`src/rtl/l2fl_pkg.sv`:
```
package l2fl_pkg;

   typedef enum logic [2:0] {
      LS_INV     = 3'd0,
      LS_VALID   = 3'd1,
      LS_WRITTEN = 3'd2,
      LS_ATOMIC  = 3'd3,
      LS_FILL    = 3'd4,
      LS_WRPROG  = 3'd5,
      LS_WRWAIT  = 3'd6,
      LS_RSVD    = 3'd7
   } line_state_e;

   // a flush must wait unless the line is in one of the stable states
   function automatic logic holds_flush(line_state_e s);
      return !(s == LS_INV || s == LS_VALID || s == LS_WRITTEN);
   endfunction

endpackage

```
`src/rtl/l2fl_line_table.sv`:
```
module l2fl_line_table
   import l2fl_pkg::*;
#(
   parameter int LINES  = 8,
   parameter int DATA_W = 64,
   localparam int LINE_W = $clog2(LINES),
   localparam int MASK_W = DATA_W / 8
) (
   input  logic              clk,
   input  logic              rst_n,
   input  logic              upd_en,
   input  logic [LINE_W-1:0] upd_idx,
   input  line_state_e       upd_state,
   input  logic [DATA_W-1:0] upd_data,
   input  logic [MASK_W-1:0] upd_mask,
   input  logic              inv_en,
   input  logic [LINE_W-1:0] inv_idx,
   input  logic [LINE_W-1:0] rd_idx_a,
   output line_state_e       rd_state_a,
   output logic [DATA_W-1:0] rd_data_a,
   output logic [MASK_W-1:0] rd_mask_a,
   input  logic [LINE_W-1:0] rd_idx_b,
   output line_state_e       rd_state_b,
   output logic [DATA_W-1:0] rd_data_b,
   output logic [MASK_W-1:0] rd_mask_b
);

   initial begin
      assert (LINES >= 2 && (1 << LINE_W) == LINES)
         else $error("LINES must be a power of two, at least 2");
      assert (DATA_W >= 8 && DATA_W % 8 == 0)
         else $error("DATA_W must be a whole number of bytes");
   end

   line_state_e       st_arr   [LINES];
   logic [DATA_W-1:0] data_arr [LINES];
   logic [MASK_W-1:0] mask_arr [LINES];

   for (genvar g = 0; g < LINES; g++) begin : g_line
      line_state_e       st_r;
      logic [DATA_W-1:0] data_r;
      logic [MASK_W-1:0] mask_r;
      logic              hit_inv, hit_upd;

      assign hit_inv = inv_en && (inv_idx == LINE_W'(g));
      assign hit_upd = upd_en && (upd_idx == LINE_W'(g));

      // flush invalidation outranks a same-cycle update
      always_ff @(posedge clk) begin
         if (!rst_n) begin
            st_r   <= LS_INV;
            data_r <= '0;
            mask_r <= '0;
         end else if (hit_inv) begin
            st_r   <= LS_INV;
            mask_r <= '0;
         end else if (hit_upd) begin
            st_r   <= upd_state;
            data_r <= upd_data;
            mask_r <= upd_mask;
         end
      end

      assign st_arr[g]   = st_r;
      assign data_arr[g] = data_r;
      assign mask_arr[g] = mask_r;
   end

   assign rd_state_a = st_arr[rd_idx_a];
   assign rd_data_a  = data_arr[rd_idx_a];
   assign rd_mask_a  = mask_arr[rd_idx_a];
   assign rd_state_b = st_arr[rd_idx_b];
   assign rd_data_b  = data_arr[rd_idx_b];
   assign rd_mask_b  = mask_arr[rd_idx_b];

   assert_flush_clears_R5: assert property (@(posedge clk) disable iff (!rst_n)
      inv_en |=> (st_arr[$past(inv_idx)] == LS_INV && mask_arr[$past(inv_idx)] == '0));

endmodule

```
`src/rtl/l2fl_stall_queue.sv`:
```
module l2fl_stall_queue #(
   parameter int DEPTH  = 4,
   parameter int LINE_W = 3,
   parameter int ID_W   = 4,
   parameter int SEQ_W  = 8,
   localparam int PTR_W = $clog2(DEPTH)
) (
   input  logic              clk,
   input  logic              rst_n,
   input  logic              push,
   input  logic [LINE_W-1:0] push_line,
   input  logic [ID_W-1:0]   push_id,
   input  logic [SEQ_W-1:0]  push_seq,
   input  logic              pop,
   input  logic [LINE_W-1:0] probe_line,
   output logic              probe_hit,
   output logic [LINE_W-1:0] head_line,
   output logic [ID_W-1:0]   head_id,
   output logic [SEQ_W-1:0]  head_seq,
   output logic              empty,
   output logic              full
);

   initial begin
      assert (DEPTH >= 2 && (1 << PTR_W) == DEPTH)
         else $error("DEPTH must be a power of two, at least 2");
   end

   logic [LINE_W-1:0] line_mem [DEPTH];
   logic [ID_W-1:0]   id_mem   [DEPTH];
   logic [SEQ_W-1:0]  seq_mem  [DEPTH];
   logic [DEPTH-1:0]  occ_q, occ_nxt, hits;
   logic [PTR_W-1:0]  wr_q, rd_q;

   always_comb begin
      occ_nxt = occ_q;
      if (pop)  occ_nxt[rd_q] = 1'b0;
      if (push) occ_nxt[wr_q] = 1'b1;
   end

   always_ff @(posedge clk) begin
      if (!rst_n) begin
         occ_q <= '0;
         wr_q  <= '0;
         rd_q  <= '0;
      end else begin
         occ_q <= occ_nxt;
         if (push) wr_q <= wr_q + 1'b1;
         if (pop)  rd_q <= rd_q + 1'b1;
      end
   end

   always_ff @(posedge clk) begin
      if (push) begin
         line_mem[wr_q] <= push_line;
         id_mem[wr_q]   <= push_id;
         seq_mem[wr_q]  <= push_seq;
      end
   end

   for (genvar i = 0; i < DEPTH; i++) begin : g_probe
      assign hits[i] = occ_q[i] && (line_mem[i] == probe_line);
   end

   assign probe_hit = |hits;
   assign head_line = line_mem[rd_q];
   assign head_id   = id_mem[rd_q];
   assign head_seq  = seq_mem[rd_q];
   assign empty     = (occ_q == '0);
   assign full      = &occ_q;

   assert_no_overflow_R9: assert property (@(posedge clk) disable iff (!rst_n)
      push |-> !full);

   assert_no_underflow_R7: assert property (@(posedge clk) disable iff (!rst_n)
      pop |-> !empty);

endmodule

```
`src/rtl/l2fl_dispatch.sv`:
```
module l2fl_dispatch
   import l2fl_pkg::*;
#(
   parameter int LINE_W = 3,
   parameter int DATA_W = 64,
   parameter int ID_W   = 4,
   parameter int SEQ_W  = 8,
   localparam int MASK_W = DATA_W / 8
) (
   input  logic              req_valid,
   output logic              req_ready,
   input  logic [LINE_W-1:0] req_line,
   input  logic [ID_W-1:0]   req_src,
   input  logic [SEQ_W-1:0]  req_seq,
   input  line_state_e       req_state,
   input  logic [DATA_W-1:0] req_data,
   input  logic [MASK_W-1:0] req_mask,
   input  logic              q_empty,
   input  logic              q_full,
   input  logic              q_hit,
   input  logic [LINE_W-1:0] head_line,
   input  logic [ID_W-1:0]   head_src,
   input  logic [SEQ_W-1:0]  head_seq,
   input  line_state_e       head_state,
   input  logic [DATA_W-1:0] head_data,
   input  logic [MASK_W-1:0] head_mask,
   output logic              q_push,
   output logic              q_pop,
   output logic              ack_valid,
   input  logic              ack_ready,
   output logic [ID_W-1:0]   ack_dst,
   output logic [SEQ_W-1:0]  ack_seq,
   output logic              dir_valid,
   input  logic              dir_ready,
   output logic [LINE_W-1:0] dir_line,
   output logic [ID_W-1:0]   dir_src,
   output logic [SEQ_W-1:0]  dir_seq,
   output logic [DATA_W-1:0] dir_data,
   output logic [MASK_W-1:0] dir_mask,
   output logic              inv_en,
   output logic [LINE_W-1:0] inv_idx
);

   logic              replay, issue, fire, to_queue;
   line_state_e       sel_state;
   logic [LINE_W-1:0] sel_line;
   logic [ID_W-1:0]   sel_src;
   logic [SEQ_W-1:0]  sel_seq;
   logic [DATA_W-1:0] sel_data;
   logic [MASK_W-1:0] sel_mask;

   assign replay   = !q_empty && !holds_flush(head_state);
   assign to_queue = !replay && req_valid && (holds_flush(req_state) || q_hit);
   assign issue    = replay || (req_valid && !to_queue);

   always_comb begin
      if (replay) begin
         sel_state = head_state;
         sel_line  = head_line;
         sel_src   = head_src;
         sel_seq   = head_seq;
         sel_data  = head_data;
         sel_mask  = head_mask;
      end else begin
         sel_state = req_state;
         sel_line  = req_line;
         sel_src   = req_src;
         sel_seq   = req_seq;
         sel_data  = req_data;
         sel_mask  = req_mask;
      end
   end

   assign ack_valid = issue && (sel_state == LS_INV);
   assign dir_valid = issue && (sel_state != LS_INV);
   assign fire      = (ack_valid && ack_ready) || (dir_valid && dir_ready);

   assign q_push    = to_queue && !q_full;
   assign q_pop     = replay && fire;
   assign req_ready = !replay && ((to_queue && !q_full) || (issue && fire));

   assign ack_dst   = sel_src;
   assign ack_seq   = sel_seq;
   assign dir_line  = sel_line;
   assign dir_src   = sel_src;
   assign dir_seq   = sel_seq;
   assign dir_data  = sel_data;
   assign dir_mask  = sel_mask;

   assign inv_en    = dir_valid && dir_ready;
   assign inv_idx   = sel_line;

endmodule

```
`src/rtl/l2fl_flush_top.sv`:
```
module l2fl_flush_top
   import l2fl_pkg::*;
#(
   parameter int LINES   = 8,
   parameter int DATA_W  = 64,
   parameter int ID_W    = 4,
   parameter int SEQ_W   = 8,
   parameter int Q_DEPTH = 4,
   localparam int LINE_W = $clog2(LINES),
   localparam int MASK_W = DATA_W / 8
) (
   input  logic              clk,
   input  logic              rst_n,
   input  logic              upd_en,
   input  logic [LINE_W-1:0] upd_line,
   input  logic [2:0]        upd_state,
   input  logic [DATA_W-1:0] upd_data,
   input  logic [MASK_W-1:0] upd_mask,
   input  logic              req_valid,
   output logic              req_ready,
   input  logic [LINE_W-1:0] req_line,
   input  logic [ID_W-1:0]   req_src,
   input  logic [SEQ_W-1:0]  req_seq,
   output logic              ack_valid,
   input  logic              ack_ready,
   output logic [ID_W-1:0]   ack_dst,
   output logic [SEQ_W-1:0]  ack_seq,
   output logic              dir_valid,
   input  logic              dir_ready,
   output logic [LINE_W-1:0] dir_line,
   output logic [ID_W-1:0]   dir_src,
   output logic [SEQ_W-1:0]  dir_seq,
   output logic [DATA_W-1:0] dir_data,
   output logic [MASK_W-1:0] dir_mask,
   output logic              dir_dirty
);

   initial begin
      assert (ID_W >= 1 && SEQ_W >= 1) else $error("ID_W and SEQ_W must be positive");
   end

   line_state_e       req_state, head_state;
   logic [DATA_W-1:0] req_data, head_data;
   logic [MASK_W-1:0] req_mask, head_mask;
   logic              q_push, q_pop, q_hit, q_empty, q_full;
   logic [LINE_W-1:0] head_line, inv_idx;
   logic [ID_W-1:0]   head_src;
   logic [SEQ_W-1:0]  head_seq;
   logic              inv_en;

   l2fl_line_table #(.LINES(LINES), .DATA_W(DATA_W)) table_i (
      .clk, .rst_n,
      .upd_en, .upd_idx(upd_line), .upd_state(line_state_e'(upd_state)),
      .upd_data, .upd_mask,
      .inv_en, .inv_idx,
      .rd_idx_a(req_line), .rd_state_a(req_state), .rd_data_a(req_data), .rd_mask_a(req_mask),
      .rd_idx_b(head_line), .rd_state_b(head_state), .rd_data_b(head_data), .rd_mask_b(head_mask)
   );

   l2fl_stall_queue #(.DEPTH(Q_DEPTH), .LINE_W(LINE_W), .ID_W(ID_W), .SEQ_W(SEQ_W)) queue_i (
      .clk, .rst_n,
      .push(q_push), .push_line(req_line), .push_id(req_src), .push_seq(req_seq),
      .pop(q_pop), .probe_line(req_line), .probe_hit(q_hit),
      .head_line, .head_id(head_src), .head_seq,
      .empty(q_empty), .full(q_full)
   );

   l2fl_dispatch #(.LINE_W(LINE_W), .DATA_W(DATA_W), .ID_W(ID_W), .SEQ_W(SEQ_W)) disp_i (
      .req_valid, .req_ready, .req_line, .req_src, .req_seq,
      .req_state, .req_data, .req_mask,
      .q_empty, .q_full, .q_hit,
      .head_line, .head_src, .head_seq, .head_state, .head_data, .head_mask,
      .q_push, .q_pop,
      .ack_valid, .ack_ready, .ack_dst, .ack_seq,
      .dir_valid, .dir_ready, .dir_line, .dir_src, .dir_seq, .dir_data, .dir_mask,
      .inv_en, .inv_idx
   );

   assign dir_dirty = dir_valid;

   assert_one_channel_R6: assert property (@(posedge clk) disable iff (!rst_n)
      !(ack_valid && dir_valid));

   assert_stall_silent_R2: assert property (@(posedge clk) disable iff (!rst_n)
      q_push |-> (!ack_valid && !dir_valid));

endmodule

```
`config.mk`:
```
export PLATFORM = sky130hd
export DESIGN_NAME = l2fl_flush_top
export DESIGN_NICKNAME = d
export VERILOG_FILES = /design/src/rtl/l2fl_pkg.sv /design/src/rtl/l2fl_line_table.sv /design/src/rtl/l2fl_stall_queue.sv /design/src/rtl/l2fl_dispatch.sv /design/src/rtl/l2fl_flush_top.sv
export SDC_FILE = /design/constraint.sdc
export NUM_CORES = 2
export LEC_CHECK = 0
export ABC_AREA = 0
export CAP_MARGIN = 30
export CORE_MARGIN = 1
export CORE_UTILIZATION = 39
export CTS_CLUSTER_SIZE = 20
export DETAILED_ROUTE_END_ITERATION = 10
export DONT_BUFFER_PORTS = 1
export GPL_ROUTABILITY_DRIVEN = 0
export SYNTH_ARGS = -nofsm -noshare
export SYNTH_HDL_FRONTEND = slang
export SYNTH_SLANG_ARGS = --single-unit
```
`constraint.sdc`:
```
create_clock -name clk -period 9.6 [get_ports clk]
set_input_delay 0.48 -clock clk [delete_from_list [all_inputs] [get_ports clk]]
set_output_delay 0.48 -clock clk [all_outputs]
set_load 0.005 [all_outputs]
```
Word level (Yosys, flattened, before mapping)
Memory sizes are Yosys's and may differ from the RTL's. A register that Yosys moved wholly into a read port is not among the register bits. Cells that the tools add are included. W data, S select, Z words.

Flip-flop bits (word level): 608. RAM bits: 60. Bits of input ports: 99. Output and inout port bits: 103. Logic and storage cells: 184. Memories: 3.

Memory list: queue_i.seq_mem (depth 4, bits a word 8, rd ports 1, clocked after Yosys merged registers in 1, wr ports 1, line l2fl_stall_queue.sv:31) `logic [SEQ_W-1:0] seq_mem [DEPTH];`; queue_i.id_mem (depth 4, bits a word 4, rd ports 1, clocked after Yosys merged registers in 1, wr ports 1, line l2fl_stall_queue.sv:30) `logic [ID_W-1:0] id_mem [DEPTH];`; queue_i.line_mem (depth 4, bits a word 3, rd ports 5, clocked after Yosys merged registers in 1, wr ports 1, line l2fl_stall_queue.sv:29) `logic [LINE_W-1:0] line_mem [DEPTH];`.

$add $sub $neg: 2. Order comparisons: 6. Eq/ne operators: 22. Mux-type cells: 38. Bitwise logic cells: 14. Reductions and logical operators: 72.

Operators by type and width (count): $bmux W64 S3 (2); $mux W64 (5); $bmux W8 S3 (2); $mux W8 (6); $logic_and A1 B1 Y1 (34); $eq A3 B3 Y1 const B (8); $bmux W3 S3 (2); $eq A3 B2 Y1 const B (6); $mux W3 (6); $reduce_and A2 Y1 (8); $reduce_or A2 Y1 (8); $logic_not A3 Y1 (5); $eq A3 B1 Y1 const B (4); $eq A3 B3 Y1 (4); $mux W2 (6); $mux W4 (3); $not A1 Y1 (9); $ge A4 B4 Y1 const B (2); $logic_or A1 B1 Y1 (8); $not A3 Y4 (2); $lt A2 B3 Y1 const B (2); $logic_not A1 Y1 (5); $add A2 B1 Y2 const B (2); $and A4 B4 Y4 (1); 9 further kinds (14).

Longest topological paths before layout
Word-level depth: 21. Mapped depth: 16. Gate-level depth less buffers: 9.

By module
A second synthesis with hierarchy kept.

Cells, all modules: 3147. Area total of the unflattened synthesis: 34540.6 um^2.

By module, submodules not included: l2fl_line_table (times used 1, cells an instance 2691, area an instance 30402.9 um^2, sequential area each 12011.5 um^2); l2fl_stall_queue (times used 1, cells an instance 143, area an instance 2826.5 um^2, sequential area each 2001.9 um^2); l2fl_dispatch (times used 1, cells an instance 312, area an instance 1303.8 um^2, sequential area each 0.0 um^2); l2fl_flush_top (times used 1, cells an instance 1, area an instance 7.5 um^2, sequential area each 0.0 um^2).

Worst setup path before layout
Ideal clock, no wire load.

Kind: input to output. Start: input port req_line[0]. End: output port dir_data[51]. Data arrival time: 3269 ps. Data required time: 9120 ps. Slack: 5851 ps. Stages: 9. Buffers on the path: 6. Cell sequence: clkbuf_1 > buf_1 > clkbuf_1 > buf_2 > buf_1 > clkbuf_1 > mux4_2 > a211oi_1 > a31oi_1.

Word-level cells in the longest chain between the ends: 5.

RTL lines: start: declaration (line l2fl_flush_top.sv:21) `input logic [LINE_W-1:0] req_line,`; $not A3 Y4 (implied by the code) (line l2fl_line_table.sv:70) `assign rd_data_a = data_arr[rd_idx_a];`; $bmux W64 S3 (line l2fl_line_table.sv:70); $mux W64 (implied by the code) (2 in series) (line l2fl_line_table.sv:70); $mux W64 (line l2fl_dispatch.sv:57) `if (replay) begin`; end: declaration (line l2fl_flush_top.sv:33) `output logic [DATA_W-1:0] dir_data,`.

Every way passes these cells. The select of a mux whose other input is x is not followed.

==> metrics.csv <==
stage;metric;value;unit
cts;clk_lat worst skew;0.64;ns
global_routing;Total GRT Usage;0.252;
worst_setup_path;crit path kind;register to output port;
cts;CTS clk-pin slew, worst paths;0.06;ns
power;Worst VDD drop;114;uV
synthesis;post-synthesis cell count;4385;
global_routing;largest net degree at the start of global routing;594;
finish;fraction of layout cells with a size suffix above 1;0.130;
drt;DRC;0;
finish;Area Overhead vs Synth;8.63;%
synthesis;sequential fraction of the synthesis area;0.351;
status;failing checks;max-slew violations;
run;max-cap violation count;0;
drt;Total Wirelength;133000;um
drt;Routed wire per std cell;24.2;um
die;chip height;322;um
global_routing;grt ovf;0;
placement;pre-CTS setup slack;3.57;ns
cts;CTS tree;built;
worst_setup_path;Req. time, crit path;9.12;ns
die;IO Count;202;
global_routing;first-pass GRT wire length;204000;um
finish;fin util;0.430;
synthesis;synth unique cells;48;
timing;Tmin final;6.13;ns
power;P per Cell Area;156;mW/mm^2
timing;setup TNS;0;ns
die;initial core utilization;0.396;
synthesis;Yosys Warn Count;0;
timing;fin crit share;0.638;
timing;FMAX;163;MHz
timing;Hold Vio Cnt, Final;0;
cts;H-tree Lvls;3;
placement;Final HPWL DP;68100;um
status;status;finished, violations left;
timing;Slew @ Worst Pin;2.67;ns
drt;1st-iter DRT viols;3633;
timing;hold slack;0.0914;ns
worst_setup_path;crit path max fanout;67;
timing;Final Worst Setup Slack;3.47;ns
timing;Max Slew Vio Count;452;
drt;drt pass-1 iters;6;
synthesis;Avg Cell Area, Syn;9.10;sq um
synthesis;Mapped Nets;4492;
worst_setup_path;r2r setup slk;3.84;ns
synthesis;Seq cells post-synth;670;
power;Leakage;0.0151;uW
drt;Via density;6.29;
cts;TritonCTS sink count;670;
timing;Final Setup Violations;0;
die;core area;0.101;sq mm
finish;Final #Nets;4165;
global_routing;antenna violations before repair;10;
die;FP Rows;116;
cts;cts hold-fix bufs;26;
drt;ANT nets after route;0;
power;PnR Total Power;6740;uW
placement;IO buf count;0;
global_routing;vias in the first global route;32480;
finish;most frequent cells in the layout;nand2_1 (912), dfxtp_1 (610), mux4_2 (306);
worst_setup_path;Setup crit end kind;output port;
cts;post-cts resize count;0;
die;Die X;322;um
cts;TritonCTS Buffers;81;
finish;fillers;9726;
cts;setup repair bufs after CTS;0;
synthesis;cell area after synthesis;0.0399;sq mm
timing;Rel. slew slack;-0.781;
finish;most common cell after layout, fill and taps aside;nand2_1;
worst_setup_path;Startpoint Class;register;
drt;via count;34549;
timing;clk_skew;0.0211;ns
min_path;HP Class;input port to register;
timing;RSZ-0062 raised after global routing;no;
cts;Clock Path Buffers;3;
cts;Clock Root Buffer;clkbuf_16;
die;full die area;0.104;sq mm
worst_setup_path;crit path DAT;5.65;ns
## worst max-delay path, cell delays in order (launching register included)
cell and delay [ns]:
dfxtp_1 0.90, mux4_4 0.81, buf_16 0.30, mux2_4 0.32, a31o_1 0.22, a211oi_2 0.37
o21a_4 0.53, buf_4 0.83, a211oi_1 0.10, a31oi_1 0.57
## area by class of cell
class	count	area (sq um)	share of cell area
diodes	12	30.0	0.000693
clock buffers	122	2450	0.0565
clock inverters	23	294	0.00678
inverters	7	33.8	0.000779
multi-input cells	3210	23900	0.551
flip-flops and latches	670	14000	0.323
well taps	1357	1700	0.0392
repair buffers	88	951	0.0219
## state kept, by name, summed over array words and instances, names as in the netlist, named ones only
name	cells
queue_i.seq_mem	32
queue_i.line_mem	12
queue_i.wr_q	2
table_i.g_line.data_r	512
table_i.g_line.st_r	24
table_i.g_line.mask_r	64
queue_i.rd_q	2
queue_i.id_mem	16
queue_i.occ_q	4
## final timing paths
check             cells past startpoint                 startpoint                      endpoint
setup / recovery                      9                   register                  dir_data[60]
hold / removal                        0                req_line[0]        queue_i.line_mem[3][0]
setup reg to reg                     12                   register  table_i.g_line[3].data_r[34]
hold reg to reg                       2  table_i.g_line[2].st_r[0]     table_i.g_line[2].st_r[0]
## stage by stage
step / std cells / instance area, sq um
after global routing: 5486 / 43300
final: 5489 / 43300
after CTS: 5473 / 43200
after global placement: 5299 / 40100
after detailed placement: 5302 / 40200
after floorplan: 4385 / 39900
## cell families (layout without fill, tap and decap cells)
logic type      after synthesis  count (layout)  synth area share
xor+xnor                     15              15           0.00329
flops                       670             670             0.351
buf+inv                     505             240            0.0537
fa+ha+maj                     8               8           0.00251
other cells                   0              12                 0
mux                         606             606             0.250
simple gates               1812            1812             0.210
compound gates              769             769             0.130
## power breakdown
| part | total (uW) | internal, uW | switching, uW |
|---|---|---|---|
| combinational | 565 | 224 | 341 |
| clock | 3220 | 1940 | 1280 |
| sequential | 2950 | 2890 | 56.6 |
## synth_stat cells (all sizes together)
cell type / number / area [sq um]
nand2: 914 / 3430
dfxtp: 610 / 12200
clkbuf: 367 / 1380
mux4: 309 / 6960
mux2i: 274 / 2760
nor2: 267 / 1000
nand3: 265 / 1330
a2bb2oi: 256 / 2240
o21ai: 256 / 1280
or4: 256 / 1920
buf: 131 / 736
a21oi: 88 / 440
nor2b: 79 / 494
a211oi: 73 / 553
a31oi: 72 / 450
edfxtp: 60 / 1800
mux2: 23 / 263
xnor2: 14 / 123
nand4: 9 / 56.3
o31ai: 9 / 67.6
and2: 8 / 50.1
ha: 8 / 100
inv: 7 / 26.3
nand2b: 5 / 31.3
nor3: 5 / 25.0
o211a: 4 / 40.0
o31a: 4 / 35.0
a21boi: 2 / 15.0
a31o: 2 / 17.5
or3: 2 / 12.5
and3: 1 / 6.26
nor4: 1 / 6.26
o21a: 1 / 7.51
o21bai: 1 / 11.3
o41ai: 1 / 8.76
xor2: 1 / 8.76
## layer usage
layer  global-route usage  up-vias  part of all wire
met3               0.0453      246             0.075
met2                0.397     1311              0.46
met5                    0        -          0.000083
met4               0.0906        2             0.026
met1                0.346    17400              0.44
li1                     -    15590                 -
No activity file was read; power rests on OpenSTA's default activity.
